**src/rtl/bbc_pkg.sv**
```systemverilog
package bbc_pkg;
  typedef enum logic [1:0] {
    ADJ_HOLD = 2'd0,
    ADJ_UP   = 2'd1,
    ADJ_DOWN = 2'd2
  } adj_e;
endpackage

```
**src/rtl/bbc_pos.sv**
```systemverilog
module bbc_pos #(
  parameter int IMG_W = 320,
  parameter int IMG_H = 240,
  parameter int WIN_W = 128,
  parameter int WIN_H = 128
) (
  input  logic clk_i,
  input  logic rst_ni,
  input  logic valid_i,
  input  logic sof_i,
  input  logic eol_i,
  input  logic eof_i,
  output logic take_o,
  output logic done_o
);
  localparam int CW = $clog2(IMG_W);
  localparam int RW = $clog2(IMG_H);
  localparam int X0 = (IMG_W - WIN_W) / 2;
  localparam int Y0 = (IMG_H - WIN_H) / 2;
  localparam logic [CW-1:0] X_LO   = CW'(X0);
  localparam logic [CW-1:0] X_HI   = CW'(X0 + WIN_W - 1);
  localparam logic [RW-1:0] Y_LO   = RW'(Y0);
  localparam logic [RW-1:0] Y_HI   = RW'(Y0 + WIN_H - 1);
  localparam logic [CW-1:0] C_LAST = CW'(IMG_W - 1);
  localparam logic [RW-1:0] R_LAST = RW'(IMG_H - 1);

  logic [CW-1:0] col_q, col_c;
  logic [RW-1:0] row_q, row_c;
  logic          open_q, open_c;
  logic          in_win, green, last_px;

  // position of the pixel on the bus now; sof forces origin
  assign col_c  = sof_i ? '0 : col_q;
  assign row_c  = sof_i ? '0 : row_q;
  assign open_c = sof_i | open_q;

  assign in_win  = (col_c >= X_LO) && (col_c <= X_HI) &&
                   (row_c >= Y_LO) && (row_c <= Y_HI);
  assign green   = ~(col_c[0] ^ row_c[0]);
  assign last_px = (col_c == C_LAST) && (row_c == R_LAST);

  assign take_o = valid_i & in_win & green;
  assign done_o = valid_i & eof_i & open_c & last_px;

  always_ff @(posedge clk_i or negedge rst_ni) begin
    if (!rst_ni) begin
      col_q  <= '0;
      row_q  <= '0;
      open_q <= 1'b0;
    end else if (valid_i) begin
      if (eol_i) begin
        col_q <= '0;
        row_q <= row_c + 1'b1;
      end else begin
        col_q <= col_c + 1'b1;
        row_q <= row_c;
      end
      open_q <= open_c & ~eof_i;
    end
  end
endmodule

```
**src/rtl/bbc_accum.sv**
```systemverilog
module bbc_accum #(
  parameter int PIX_W = 10,
  parameter int SUM_W = 23
) (
  input  logic             clk_i,
  input  logic             rst_ni,
  input  logic             valid_i,
  input  logic             sof_i,
  input  logic             take_i,
  input  logic [PIX_W-1:0] pix_i,
  output logic [SUM_W-1:0] sum_nxt_o
);
  logic [SUM_W-1:0] sum_q, sum_c;

  assign sum_c     = (valid_i && sof_i) ? '0 : sum_q;
  assign sum_nxt_o = take_i ? sum_c + SUM_W'(pix_i) : sum_c;

  always_ff @(posedge clk_i or negedge rst_ni) begin
    if (!rst_ni)      sum_q <= '0;
    else if (valid_i) sum_q <= sum_nxt_o;
  end
endmodule

```
**src/rtl/bbc_level.sv**
```systemverilog
module bbc_level
  import bbc_pkg::*;
#(
  parameter int PIX_W    = 10,
  parameter int LVL_W    = 4,
  parameter int LVL_INIT = 8
) (
  input  logic             clk_i,
  input  logic             rst_ni,
  input  logic             done_i,
  input  logic [PIX_W-1:0] avg_i,
  input  logic [PIX_W-1:0] lo_i,
  input  logic [PIX_W-1:0] hi_i,
  output logic [LVL_W-1:0] level_o
);
  localparam logic [LVL_W-1:0] LVL_MAX = '1;

  adj_e adj;

  always_comb begin
    adj = ADJ_HOLD;
    if (avg_i < lo_i)      adj = ADJ_UP;
    else if (avg_i > hi_i) adj = ADJ_DOWN;
  end

  always_ff @(posedge clk_i or negedge rst_ni) begin
    if (!rst_ni) begin
      level_o <= LVL_W'(LVL_INIT);
    end else if (done_i) begin
      unique case (adj)
        ADJ_UP:   if (level_o != LVL_MAX) level_o <= level_o + 1'b1;
        ADJ_DOWN: if (level_o != '0)      level_o <= level_o - 1'b1;
        default:  level_o <= level_o;
      endcase
    end
  end
endmodule

```
**src/rtl/bayer_bright_ctrl.sv**
```systemverilog
module bayer_bright_ctrl #(
  parameter int IMG_W    = 320,
  parameter int IMG_H    = 240,
  parameter int WIN_W    = 128,
  parameter int WIN_H    = 128,
  parameter int PIX_W    = 10,
  parameter int LVL_W    = 4,
  parameter int LVL_INIT = 8
) (
  input  logic             clk_i,
  input  logic             rst_ni,
  input  logic             pix_valid_i,
  input  logic [PIX_W-1:0] pix_data_i,
  input  logic             sof_i,
  input  logic             eol_i,
  input  logic             eof_i,
  input  logic [PIX_W-1:0] lo_thr_i,
  input  logic [PIX_W-1:0] hi_thr_i,
  output logic [LVL_W-1:0] illum_o
);
  localparam int GREEN_N = WIN_W * WIN_H / 2;
  localparam int SH      = $clog2(GREEN_N);
  localparam int SUM_W   = PIX_W + SH;

  logic             take;
  logic             frame_done;
  logic [SUM_W-1:0] sum_nxt;
  logic [PIX_W-1:0] avg;

  bbc_pos #(
    .IMG_W(IMG_W), .IMG_H(IMG_H), .WIN_W(WIN_W), .WIN_H(WIN_H)
  ) u_pos (
    .clk_i  (clk_i),
    .rst_ni (rst_ni),
    .valid_i(pix_valid_i),
    .sof_i  (sof_i),
    .eol_i  (eol_i),
    .eof_i  (eof_i),
    .take_o (take),
    .done_o (frame_done)
  );

  bbc_accum #(.PIX_W(PIX_W), .SUM_W(SUM_W)) u_acc (
    .clk_i    (clk_i),
    .rst_ni   (rst_ni),
    .valid_i  (pix_valid_i),
    .sof_i    (sof_i),
    .take_i   (take),
    .pix_i    (pix_data_i),
    .sum_nxt_o(sum_nxt)
  );

  assign avg = sum_nxt[SUM_W-1:SH];

  bbc_level #(.PIX_W(PIX_W), .LVL_W(LVL_W), .LVL_INIT(LVL_INIT)) u_lvl (
    .clk_i  (clk_i),
    .rst_ni (rst_ni),
    .done_i (frame_done),
    .avg_i  (avg),
    .lo_i   (lo_thr_i),
    .hi_i   (hi_thr_i),
    .level_o(illum_o)
  );
endmodule

```
**config.mk**
```make
export PLATFORM = sky130hd
export DESIGN_NAME = bayer_bright_ctrl
export DESIGN_NICKNAME = d
export VERILOG_FILES = /design/src/rtl/bbc_pkg.sv /design/src/rtl/bbc_pos.sv /design/src/rtl/bbc_accum.sv /design/src/rtl/bbc_level.sv /design/src/rtl/bayer_bright_ctrl.sv
export SDC_FILE = /design/constraint.sdc
export NUM_CORES = 1
export LEC_CHECK = 0
export CAP_MARGIN = 20
export CORE_AREA = 2 2 92 117
export DETAILED_ROUTE_END_ITERATION = 8
export DIE_AREA = 0 0 94 119
export SLEW_MARGIN = 20
export SYNTH_ARGS = -nofsm -noshare
export SYNTH_HDL_FRONTEND = slang
export SYNTH_HIERARCHICAL = 1
export SYNTH_SLANG_ARGS = --single-unit
```
**constraint.sdc**
```tcl
create_clock -name clk_i -period 7.3 [get_ports clk_i]
set_input_delay 2.19 -clock clk_i [delete_from_list [all_inputs] [get_ports clk_i]]
set_output_delay 2.19 -clock clk_i [all_outputs]
set_load 0.005 [all_outputs]
```
### Yosys cells after proc, flatten, opt, wreduce, memory -nomap -nowiden

Cells that the tools add are included.
Widths: inputs -> output; s select.

| word-level totals | value |
|---|---|
| flip-flop bits (word level) | 45 |
| input port bits | 36 |
| logic and storage cells | 52 |

| cells by class | value |
|---|---|
| add/subtract/negate cells | 5 |
| magnitude comparators | 6 |
| equal/unequal tests | 7 |
| muxes and demuxes | 11 |
| bitwise gates (word level) | 10 |
| reductions and logical operators | 8 |

Operators by type and width:

| cell | count |
|---|---|
| $mux 23 | 2 |
| $add 23x10->23 | 1 |
| $mux 9 | 2 |
| $mux 8 | 2 |
| $gt 10x10->1 | 1 |
| $lt 10x10->1 | 1 |
| $add 9x1->9 const B | 1 |
| $eq 9x9->1 const B | 1 |
| $ge 9x7->1 const B | 1 |
| $le 9x8->1 const B | 1 |
| $add 8x1->8 const B | 1 |
| $eq 8x8->1 const B | 1 |
| $ge 8x6->1 const B | 1 |
| $le 8x8->1 const B | 1 |
| $mux 4 | 2 |
| $pmux 4 s2 | 1 |
| $and 1x1->1 | 6 |
| $logic_and 1x1->1 | 5 |
| $add 4x1->4 const B | 1 |
| $mux 2 | 2 |
| $ne 2x1->1 const B | 2 |
| $ne 4x4->1 const B | 1 |
| $reduce_and 4->1 | 1 |
| $reduce_bool 4->1 | 1 |
| 7 further kinds | 8 |

### Logic depth before layout (Yosys ltp)

Gate-level depths: netlist of the first run.

| depth | value |
|---|---|
| depth after elaboration | 14 |
| gate-level depth with buffers | 27 |
| mapped depth without buffers | 25 |

### Cells and area by module

The synthesis of the first run kept the hierarchy.

Modules (own cells, without submodules):

| module | times used | cells each | area each (um2) |
|---|---|---|---|
| bbc_accum | 1 | 228 | 1966.9 |
| bbc_pos | 1 | 130 | 1181.1 |
| bbc_level | 1 | 98 | 800.8 |

### Least setup slack after synthesis of the first run

No wires, ideal clock.

| timing path | value |
|---|---|
| path type | in2reg |
| start | input sof_i |
| end | register u_lvl.level_o[3] |
| setup time | 0.075 ns |
| arrival time | 6.678 ns |
| path slack | 0.546 ns |
| stages | 25 |
| buffers on the path | 2 |
| path through | clkbuf_1 -> clkbuf_1 -> nor2_1 -> ha_1 -> o31ai_1 -> a2111oi_2 -> and4_1 -> nand3_2 -> nor2_4 -> o2111ai_1 -> xor2_1 -> nor2_1 -> ha_1 -> a21oi_2 -> o21ai_1 -> a2111o_1 -> and2_2 -> nand2_1 -> inv_1 -> ha_1 -> a21o_1 -> a21o_1 -> a21oi_1 -> nand3b_2 -> xnor2_1 |

| between the ends | value |
|---|---|
| word-level cells in the longest chain between the ends | 14 |
| elaborated cells on any way between the ends | 34 |
| those cells by class | add/sub (1); order compare (6); eq/ne (6); mux (7); bitwise (7); reduce/logical (7) |

Ends and longest elaborated chain:

| what | RTL line | source |
|---|---|---|
| start: declaration | bayer_bright_ctrl.sv:14 | `input logic sof_i,` |
| $mux 9 | bbc_pos.sv:33 | `assign col_c = sof_i ? '0 : col_q;` |
| $ge 9x7->1 / $le 9x8->1 (equally long branches) | bbc_pos.sv:37 | `assign in_win = (col_c >= X_LO) && (col_c <= X_HI) &&` |
| $logic_and 1x1->1 (2 in series) | bbc_pos.sv:37 |  |
| $logic_and 1x1->1 | bbc_pos.sv:38 | `(row_c >= Y_LO) && (row_c <= Y_HI);` |
| $and 1x1->1 | bbc_pos.sv:42 | `assign take_o = valid_i & in_win & green;` |
| $and 1x1->1 (*) | bbc_pos.sv:42 |  |
| net take | bayer_bright_ctrl.sv:25 | `logic take;` |
| $mux 23 (*) | bbc_accum.sv:16 | `assign sum_nxt_o = take_i ? sum_c + SUM_W'(pix_i) : sum_c;` |
| net sum_nxt[18] | bayer_bright_ctrl.sv:27 | `logic [SUM_W-1:0] sum_nxt;` |
| $gt 10x10->1 | bbc_level.sv:23 | `else if (avg_i > hi_i) adj = ADJ_DOWN;` |
| $mux 2 | bbc_level.sv:23 |  |
| $mux 2 (*) | bbc_level.sv:22 | `if (avg_i < lo_i) adj = ADJ_UP;` |
| $eq 2x2->1 / $eq 2x1->1 (equally long branches) | bbc_level.sv:30 | `unique case (adj)` |
| $ne 2x1->1 (no source line) / $reduce_bool 2->1 (equally long branches) | -- |  |
| $reduce_and 4->1 (no source line) | -- |  |
| end signal: assignment | bbc_level.sv:31 | `ADJ_UP: if (level_o != LVL_MAX) level_o <= level_o + 1'b1;` |
| end signal: assignment | bbc_level.sv:32 | `ADJ_DOWN: if (level_o != '0) level_o <= level_o - 1'b1;` |
| end signal: assignment | bbc_level.sv:33 | `default: level_o <= level_o;` |
| end: declaration | bbc_level.sv:14 | `output logic [LVL_W-1:0] level_o` |

The timed path passes the listed nets; every way through them passes the cells marked *.
A chain may end at the register's enable or synchronous reset.

### Final worst setup path of the first run

Same ends and word-level chain as after synthesis.

==> results of run 1 <==
==> state kept, by name, summed over array words and instances, names as in the netlist <==
register       cells
u_acc/sum_q       23
u_lvl/level_o      4
u_pos/col_q        9
u_pos/open_q       1
u_pos/row_q        8
==> final cells by class <==
class,count,area [um2]
Fill cell,996,5612
Multi-Input combinational cell,330,2495
Sequential cell,45,1127
Timing Repair Buffer,55,518.0
Inverter,49,183.9
Tap cell,132,165.2
Clock buffer,8,146.4
==> metal layers <==
metal	track usage [%]	share of wire [%]
met1	21.22	46
met2	30.18	50
met3	1.834	2.3
met4	4.348	1.4
met5	0	0
==> how the worst max path moves through the flow <==
| stage | endpoint | slack, ps | depth (start not counted) |
|---|---|---|---|
| after floorplan | u_lvl/level_o[3]$_DFFE_PN1P_ | 550 | 25 |
| after global placement | u_lvl/level_o[3]$_DFFE_PN1P_ | 150 | 23 |
| after detailed placement | u_lvl/level_o[3]$_DFFE_PN1P_ | 40 | 23 |
| after CTS | u_lvl/level_o[3]$_DFFE_PN1P_ | 310 | 23 |
| after global routing | u_lvl/level_o[3]$_DFFE_PN1P_ | 5 | 26 |
| final | u_lvl/level_o[3]$_DFFE_PN1P_ | 330 | 23 |
==> power by group <==
| group | internal, mW | switching, mW | total [mW] |
|---|---|---|---|
| sequential | 0.259 | 0.0120 | 0.271 |
| clock | 0.137 | 0.0897 | 0.226 |
| combinational | 0.0520 | 0.0567 | 0.109 |
==> cells in the final DEF, fill, tap and decap left out, drive strengths merged, types with 9 or more instances in the layout <==
master / instances
mux2i: 11
a21oi: 21
mux2: 10
nand2: 31
nand2b: 10
clkdlybuf4s50: 38
o21ai: 19
o211ai: 9
dfrtp: 44
xor2: 13
inv: 48
ha: 34
nor2: 29
nand4: 12
buf: 17
==> qor.csv, run 1 <==
stage,metric,value,unit
setup_path,Worst Path Arrival,7180,ps
pwr,PwrDens,130.7,nW/um2
clocking,cts bufs inserted,5,
sta,relative slew slack,53.12,%
run,max-cap violation count,0,
detailed_routing,1st-iter DRT viols,177,
global_route,number of global-route vias before repair,3294,
logic_synthesis,Post-Syn Area,3881,um2
final_layout,Diodes inserted,0,
global_route,total gr overflow,0,
final_layout,fraction of layout instances using a drive strength above 1,10.47,%
placed_design,dpl hpwl,6791,um
sta,Worst Slack Setup Final,332.6,ps
pwr,Worst VDD drop,0.08017,mV
clocking,Skew-Pair Late Insertion Delay,290,ps
pwr,post-layout power,0.6059,mW
setup_path,worst reg2reg path startpoint,u_pos/row_q[0]$_DFFE_PN0P_,
outcome,outcome,completed,
clocking,Clock Path Buffers,2,
global_route,first-pass GRT wire length,15440,um
detailed_routing,post-DR vias/cell,5.454,
sta,hold_ws,492.0,ps
final_layout,area grow syn2layout,19.44,%
pwr,Leakage,2.179,nW
min_path,Min-Delay Path Class,flip-flop to flip-flop,
setup_path,reg2reg end,u_lvl/level_o[3]$_DFFE_PN1P_,
setup_path,"slowest stage cell, crit path",or4b_1,
detailed_routing,number of routed nets with antenna violations,0,
floorplanning,die area,11190,um2
placed_design,Setup WS pre-CTS,44.36,ps
clocking,postcts setup bufs,0,
min_path,hold path depth,1,
setup_path,"Largest delay share family, worst path",simple AND/OR/NAND/NOR gates,
setup_path,r2r setup slk,2320,ps
sta,final setup TNS,0,ps
floorplanning,Die Y,119,um
floorplanning,core region area,10250,um2
setup_path,worst reg-to-reg path cell count,22,
logic_synthesis,average cell area after synthesis,8.702,um2
setup_path,crit-path max cell delay,580,ps
global_route,largest net degree at the start of global routing,49,
floorplanning,Top Ports,40,
global_route,initial antenna violation count,0,
detailed_routing,via count,3376,
floorplanning,Initial Util,37.88,%
floorplanning,Row Count,42,
detailed_routing,first drt pass iteration count,5,
final_layout,Finished Cell Area,4636,um2
setup_path,crit path from,sof_i,
global_route,gr usage total,16.81,%
sta,Period minus WS final,6967,ps
min_path,Hold Crit Endpoint,u_pos/row_q[1]$_DFFE_PN0P_,
sta,RSZ-0062 raised after global routing,false,
clocking,Clock transition at path regs,60,ps
detailed_routing,"wirelength, routed",9027,um
sta,Final Hold Vio Count,0,
sta,skew final,4.626,ps
placed_design,IO Port Bufs,39,
clocking,H-tree depth,2,
detailed_routing,drt drc,0,
setup_path,WP buf/inv,3,
sta,Fmax,0.1435,GHz
setup_path,Startpoint Class,input port,
setup_path,Setup crit end kind,flip-flop,
sta,Final period util,95.44,%
final_layout,"Core Util, Final",45.24,%
placed_design,GP Congestion,0.8635,
sta,Worst-Margin Slew,693.8,ps
logic_synthesis,Post-Syn Instances,446,
detailed_routing,WL/cell,14.58,um
clocking,clk root buf,clkbuf_16,
clocking,Resized cells post-CTS,0,
sta,final setup vio count,0,
logic_synthesis,Synth warnings,6,
setup_path,CP Cell Sequence,"clkdlybuf4s50_1, buf_12, or4b_1, a2111oi_4, and4_1, nand3_2, nor2_4, o2111ai_1, xor2_1, nor2_1, ha_1, a21oi_2, o21ai_1, a2111o_1, and2_2, nand2_1, inv_1, ha_1, a21o_1, a21o_1, a21oi_1, nand3b_2, xnor2_1",
clocking,hold_buf cts,0,
floorplanning,Die X,94,um
clocking,CTS tree,done,
sta,Pins Over Slew Limit,0,
setup_path,required time of the critical path,7510,ps
setup_path,path type of the worst setup path,input port to flip-flop,
min_path,hold wc startpoint,u_pos/row_q[1]$_DFFE_PN0P_,
final_layout,Layout Nets,558,
setup_path,CP Max Fanout,21,
final_layout,final cell count without fillers,619,
clocking,Sink Count,45,
logic_synthesis,Synthesized Nets,518,
placed_design,instance area after placement,4489,um2
placed_design,Inst Count DP,611,
Power figures use the tool's default switching activity.
==> inputs of run 2 (changes only) <==
--- a/config.mk
+++ b/config.mk
@@ -6,9 +6,9 @@
 export NUM_CORES = 1
 export LEC_CHECK = 0
 export CAP_MARGIN = 20
-export CORE_AREA = 2 2 92 117
+export CORE_AREA = 2 2 88 111
 export DETAILED_ROUTE_END_ITERATION = 8
-export DIE_AREA = 0 0 94 119
+export DIE_AREA = 0 0 90 113
 export SLEW_MARGIN = 20
 export SYNTH_ARGS = -nofsm -noshare
 export SYNTH_HDL_FRONTEND = slang
==> run 2 against run 1 <==
Net effect: sequential power is essentially flat; clock power increased by 15%; sequential share of layout area hardly changed; maximum frequency is 0.49% lower; largest power group unchanged.
==> qor.csv, run 2 (synthesized netlist as in run 1, its figures left out) <==
stage,metric,value,unit,change
sta,Worst-Margin Slew,630.1,ps,-63.69 ps
setup_path,Startpoint Class,input port,,
detailed_routing,via count,3436,,+1.8%
final_layout,most frequent cells in the layout,"48 x inv_1, 44 x dfrtp_1, 38 x clkdlybuf4s50_1, 34 x ha_1, 30 x nand2_1",,
sta,Period minus WS final,7002,ps,+34.62 ps
final_layout,Layout Nets,554,,-0.72%
pwr,post-layout power,0.6346,mW,+4.7%
final_layout,fraction of layout instances using a drive strength above 1,10.56,%,+0.087 points
final_layout,"Core Util, Final",50.98,%,+5.7 points
final_layout,Largest register FFs,23,,unchanged
setup_path,Worst Path Arrival,7210,ps,+30 ps
run,max-cap violation count,0,,unchanged
min_path,Min-Delay Path Class,flip-flop to flip-flop,,
final_layout,area grow syn2layout,19.21,%,
floorplanning,core region area,9076,um2,-11%
clocking,Skew-Pair Late Insertion Delay,290,ps,about the same
global_route,gr usage total,17.34,%,+0.52 points
sta,Pins Over Slew Limit,0,,unchanged
sta,Fmax,0.1428,GHz,-0.49%
clocking,Resized cells post-CTS,0,,unchanged
outcome,outcome,completed,,
floorplanning,Die X,90,um,-4.3%
clocking,cts bufs inserted,5,,unchanged
placed_design,GP Congestion,0.7819,,-9.4%
placed_design,dpl hpwl,6590,um,-3.0%
final_layout,FILL cells,872,,-12%
floorplanning,Row Count,39,,-7.1%
floorplanning,Top Ports,40,,unchanged
sta,hold_ws,492.0,ps,-0.01800 ps
final_layout,Diodes inserted,0,,unchanged
sta,skew final,9.289,ps,+4.663 ps
placed_design,Inst Count DP,598,,-2.1%
sta,Worst Slack Setup Final,298.0,ps,-34.62 ps
placed_design,instance area after placement,4436,um2,-1.2%
detailed_routing,number of routed nets with antenna violations,0,,unchanged
pwr,PwrDens,137.2,nW/um2,+4.9%
clocking,H-tree depth,2,,unchanged
clocking,CTS tree,done,,
detailed_routing,post-DR vias/cell,5.670,,+4.0%
floorplanning,Initial Util,42.76,%,+4.9 points
placed_design,IO Port Bufs,39,,unchanged
sta,Final period util,95.92,%,+0.47 points
final_layout,top flop regs,"u_acc/sum_q: 23 flops, u_pos/col_q: 9 flops, u_pos/row_q: 8 flops",,
sta,Final Hold Vio Count,0,,unchanged
global_route,number of global-route vias before repair,3332,,+1.2%
clocking,hold_buf cts,0,,unchanged
final_layout,Finished Cell Area,4627,um2,-0.19%
global_route,largest net degree at the start of global routing,46,,-6.1%
pwr,Worst VDD drop,0.09709,mV,+21%
detailed_routing,1st-iter DRT viols,135,,-24%
clocking,Clock transition at path regs,70,ps,about the same
detailed_routing,drt drc,0,,unchanged
final_layout,"commonest non-fill, non-tap cell in the layout",inv_1,,
floorplanning,die area,10170,um2,-9.1%
global_route,first-pass GRT wire length,14980,um,-3.0%
floorplanning,Die Y,113,um,-5.0%
global_route,total gr overflow,0,,unchanged
final_layout,final cell count without fillers,606,,-2.1%
clocking,Sink Count,45,,unchanged
clocking,Clock Path Buffers,2,,unchanged
clocking,postcts setup bufs,0,,unchanged
final_layout,Reg area,1127,um2,unchanged
setup_path,CP Max Fanout,6,,-71%
setup_path,required time of the critical path,7510,ps,about the same
detailed_routing,WL/cell,14.25,um,-2.3%
sta,final setup vio count,0,,unchanged
detailed_routing,first drt pass iteration count,4,,-1
placed_design,Setup WS pre-CTS,-36.12,ps,-80.48 ps
sta,relative slew slack,57.60,%,+4.5 points
final_layout,multi-input logic area,2515,um2,+0.80%
sta,final setup TNS,0,ps,unchanged
setup_path,Setup crit end kind,flip-flop,,
setup_path,path type of the worst setup path,input port to flip-flop,,
global_route,initial antenna violation count,0,,unchanged
pwr,Leakage,2.178,nW,about the same
clocking,clk root buf,clkbuf_16,,
detailed_routing,"wirelength, routed",8638,um,-4.3%
final_layout,largest reg by FF count,u_acc/sum_q,,
-- run 2: path summary, 6_finish.rpt --
kind | startpoint | end | slack, ps | cells after the start
setup / recovery | pix_valid_i | u_lvl/level_o[3]$_DFFE_PN1P_ | 300 | 26
hold / removal | u_acc/sum_q[9]$_DFFE_PN0P_ | u_acc/sum_q[9]$_DFFE_PN0P_ | 490 | 1
setup reg to reg | u_pos/col_q[6]$_DFFE_PN0P_ | u_lvl/level_o[3]$_DFFE_PN1P_ | 2200 | 22
hold reg to reg | u_acc/sum_q[9]$_DFFE_PN0P_ | u_acc/sum_q[9]$_DFFE_PN0P_ | 490 | 1
max in group asynchronous | rst_ni | u_lvl/level_o[3]$_DFFE_PN1P_ | 4920 | 2
min in group asynchronous | rst_ni | u_acc/sum_q[7]$_DFFE_PN0P_ | 1980 | 2
-- run 2: final cells by class --
type | count | share of cell area (%)
Clock buffer | 6 | 2.785
Clock inverter | 2 | 0.8383
Inverter | 49 | 3.975
Multi-Input combinational cell | 330 | 54.35
Sequential cell | 45 | 24.36
Tap cell | 123 | 3.326
Timing Repair Buffer | 51 | 10.36
-- run 2: critical path, cell delays in order --
cell             delay (ps)
clkdlybuf4s50_1         470
nand2_1                 210
nand2_1                  90
inv_1                    60
ha_1                    150
inv_1                    50
fa_1                    370
nand2b_1                200
a21oi_1                 300
o211a_4                 260
o2111ai_1               180
xor2_1                  190
nor2_1                  160
ha_1                    290
a21oi_2                 140
o21ai_1                  70
a2111o_1                440
and2_2                  210
nand2_1                 100
inv_1                    70
ha_1                    280
a21o_1                  180
a21o_1                  180
a21oi_1                 130
nand3b_2                140
xnor2_1                 110
-- run 2: report_power, final --
| group | internal (mW) | switching [mW] |
|---|---|---|
| logic | 0.0500 | 0.0550 |
| clock network | 0.162 | 0.0968 |
| registers | 0.259 | 0.0116 |
| total | 0.471 | 0.163 |
-- run 2: metal layers --
| layer | global-route usage [%] | part of all wire (%) | vias up | wire [um] |
|---|---|---|---|---|
| met4 | 3.590 | 0.64 | 0 | 55 |
| met2 | 32.43 | 53 | 63 | 4546 |
| met5 | 0 | 0 | - | 0 |
| met1 | 21.17 | 43 | 1661 | 3729 |
| met3 | 2.530 | 3.6 | 8 | 308 |
| li1 | - | - | 1704 | - |
==> inputs of run 3 (changes only) <==
==> constraint.sdc (replaced) <==
create_clock -name clk_i -period 7.8 [get_ports clk_i]
set_input_delay 2.34 -clock clk_i [delete_from_list [all_inputs] [get_ports clk_i]]
set_output_delay 2.34 -clock clk_i [all_outputs]
set_load 0.005 [all_outputs]
==> run 3 against run 2 <==
Net effect: clock power shrank 17%; routed wire length is 1.2% lower; first-iteration DRC count fell by 3.7%; sequential share of layout area grew 0.39 points; die area unchanged; worst hold slack better by 7.2 ps; cell area fell by 1.6%; final cell count is 0.66% lower; register-to-register slack improved by 500 ps; total power shrank 11%; global-route usage is 0.12 points lower; critical path type unchanged.
==> qor.csv, run 3 (synthesized netlist as in run 1, its figures left out) <==
stage,metric,value,unit,change
floorplanning,core region area,9076,um2,unchanged
final_layout,FILL cells,892,,+2.3%
placed_design,IO Port Bufs,39,,unchanged
floorplanning,Row Count,39,,unchanged
detailed_routing,number of routed nets with antenna violations,0,,unchanged
clocking,CTS tree,done,,
clocking,postcts setup bufs,0,,unchanged
sta,RSZ-0062 raised after global routing,false,,
sta,relative slew slack,58.15,%,+0.54 points
detailed_routing,post-DR vias/cell,5.477,,-3.4%
placed_design,GP Congestion,0.7959,,+1.8%
detailed_routing,via count,3297,,-4.0%
final_layout,Largest register FFs,23,,unchanged
final_layout,"commonest non-fill, non-tap cell in the layout",inv_1,,
clocking,Skew-Pair Late Insertion Delay,290,ps,about the same
setup_path,Setup crit end kind,flip-flop,,
final_layout,area grow syn2layout,17.34,%,
sta,Fmax,0.1382,GHz,
final_layout,top flop regs,"u_acc/sum_q: 23 flops, u_pos/col_q: 9 flops, u_pos/row_q: 8 flops",,
floorplanning,die area,10170,um2,unchanged
pwr,sequential share of power,44.7,%,+2.1 points
outcome,outcome,completed,,
clocking,Resized cells post-CTS,0,,unchanged
final_layout,final cell count without fillers,602,,-0.66%
setup_path,crit-path max cell delay,550,ps,+80 ps
sta,Period minus WS final,7238,ps,
pwr,post-layout power,0.5653,mW,-11%
setup_path,CP Max Fanout,7,,+1
placed_design,dpl hpwl,6487,um,-1.6%
global_route,gr usage total,17.22,%,-0.12 points
placed_design,instance area after placement,4405,um2,-0.68%
min_path,Min-Delay Path Class,flip-flop to flip-flop,,
clocking,Clock transition at path regs,70,ps,about the same
clocking,Clock Path Buffers,2,,unchanged
final_layout,largest reg by FF count,u_acc/sum_q,,
pwr,net switching power,0.1575,mW,-3.6%
setup_path,required time of the critical path,8020,ps,+510 ps
sta,Final Hold Vio Count,0,,unchanged
pwr,clock power share,38.0,%,-2.8 points
clocking,cts bufs inserted,5,,unchanged
final_layout,Finished Cell Area,4554,um2,-1.6%
final_layout,Layout Nets,550,,-0.72%
detailed_routing,WL/cell,14.18,um,-0.50%
pwr,Internal Power,0.4078,mW,-13%
sta,skew final,8.445,ps,-0.8440 ps
global_route,total gr overflow,0,,unchanged
sta,Worst-Margin Slew,619.4,ps,-10.75 ps
final_layout,fraction of layout instances using a drive strength above 1,9.186,%,-1.4 points
sta,final setup vio count,0,,unchanged
pwr,Worst VDD drop,0.09364,mV,-3.6%
detailed_routing,1st-iter DRT viols,130,,-3.7%
detailed_routing,first drt pass iteration count,4,,unchanged
global_route,number of global-route vias before repair,3211,,-3.6%
clocking,H-tree depth,2,,unchanged
sta,final setup TNS,0,ps,unchanged
setup_path,path type of the worst setup path,input port to flip-flop,,
final_layout,most frequent cells in the layout,"48 x inv_1, 44 x dfrtp_1, 38 x clkdlybuf4s50_1, 34 x ha_1, 31 x nand2_1",,
detailed_routing,"wirelength, routed",8538,um,-1.2%
pwr,Combinational Power Share,17.2,%,+0.7 points
final_layout,"Core Util, Final",50.18,%,-0.80 points
clocking,Sink Count,45,,unchanged
sta,Pins Over Slew Limit,0,,unchanged
sta,Final period util,92.80,%,
setup_path,Startpoint Class,input port,,
setup_path,"slowest stage cell, crit path",clkdlybuf4s50_1,,
floorplanning,Die Y,113,um,unchanged
detailed_routing,drt drc,0,,unchanged
placed_design,Inst Count DP,594,,-0.67%
pwr,switching share of power,27.87,%,+2.1 points
clocking,clk root buf,clkbuf_16,,
final_layout,Diodes inserted,0,,unchanged
pwr,PwrDens,124.1,nW/um2,-9.5%
global_route,largest net degree at the start of global routing,46,,unchanged
floorplanning,Top Ports,40,,unchanged
run,max-cap violation count,0,,unchanged
floorplanning,Die X,90,um,unchanged
setup_path,Worst Path Arrival,7450,ps,+240 ps
floorplanning,Initial Util,42.76,%,unchanged
clocking,hold_buf cts,0,,unchanged
global_route,initial antenna violation count,0,,unchanged
global_route,first-pass GRT wire length,14770,um,-1.4%
pwr,Leakage,2.150,nW,-1.3%
run 3: cell count changes in the layout (fill, tap and decap cells not counted), sizes merged:
cell	delta
clkinvlp	+1
buf	-4
inv	+1
bufinv	-1
clkbuf	-1
run 3: per-stage QoR:
stage	setup slack, ps	hold WS, ps
after floorplan	896.3	457.7
after global placement	422.3	477.2
after detailed placement	304.1	482.1
after CTS	562.0	498.2
after global routing	154.1	501.4
final	561.7	499.2
run 3: power groups by stage:
| stage | logic, mW | clock network (mW) | registers (mW) |
|---|---|---|---|
| floorplan | 0.0595 | 0 | 0.254 |
| CTS | 0.0986 | 0.224 | 0.253 |
| detailed placement | 0.0983 | 0 | 0.257 |
| global placement | 0.0961 | 0 | 0.257 |
| global route | 0.110 | 0.232 | 0.254 |
| finish | 0.0974 | 0.215 | 0.253 |
run 3: critical path: cells and delay by family:
family,cells,cell delay (ps)
xor gates and xnor gates,2,310
adders and majority gates,4,1070
and+or+nand+nor,7,1120
AOI/OAI and AO/OA,9,1870
buffers and inverters,4,730
run 3: area by class of cell:
| class | instances | area, um2 | area share, % |
|---|---|---|---|
| multi-input cells | 330 | 2495 | 54.78 |
| inverters | 49 | 183.9 | 4.038 |
| flip-flops and latches | 45 | 1127 | 24.75 |
| well taps | 123 | 153.9 | 3.379 |
| clock buffers | 5 | 125.1 | 2.747 |
| repair buffers | 47 | 447.9 | 9.835 |
| clock inverters | 3 | 21.27 | 0.4670 |
run 3: final timing paths:
kind	startpoint	to	slack [ps]	cells past startpoint
min reg2reg	u_pos/row_q[1]$_DFFE_PN0P_	u_pos/row_q[1]$_DFFE_PN0P_	500	1
min	u_pos/row_q[1]$_DFFE_PN0P_	u_pos/row_q[1]$_DFFE_PN0P_	500	1
max reg2reg	u_pos/col_q[6]$_DFFE_PN0P_	u_lvl/level_o[3]$_DFFE_PN1P_	2700	22
min in group asynchronous	rst_ni	u_acc/sum_q[7]$_DFFE_PN0P_	2040	1
max	sof_i	u_lvl/level_o[3]$_DFFE_PN1P_	560	26
max in group asynchronous	rst_ni	u_lvl/level_o[2]$_DFFE_PN0P_	5360	1
run 3: metal layers:
layer / up-vias / wire length, um / global-route usage, % / part of all wire [%]
li1: 1692 / - / - / -
met1: 1562 / 3941 / 21.23 / 46
met2: 37 / 4335 / 31.63 / 51
met3: 6 / 166 / 2.463 / 1.9
met4: 0 / 94 / 4.308 / 1.1
met5: - / 0 / 0 / 0
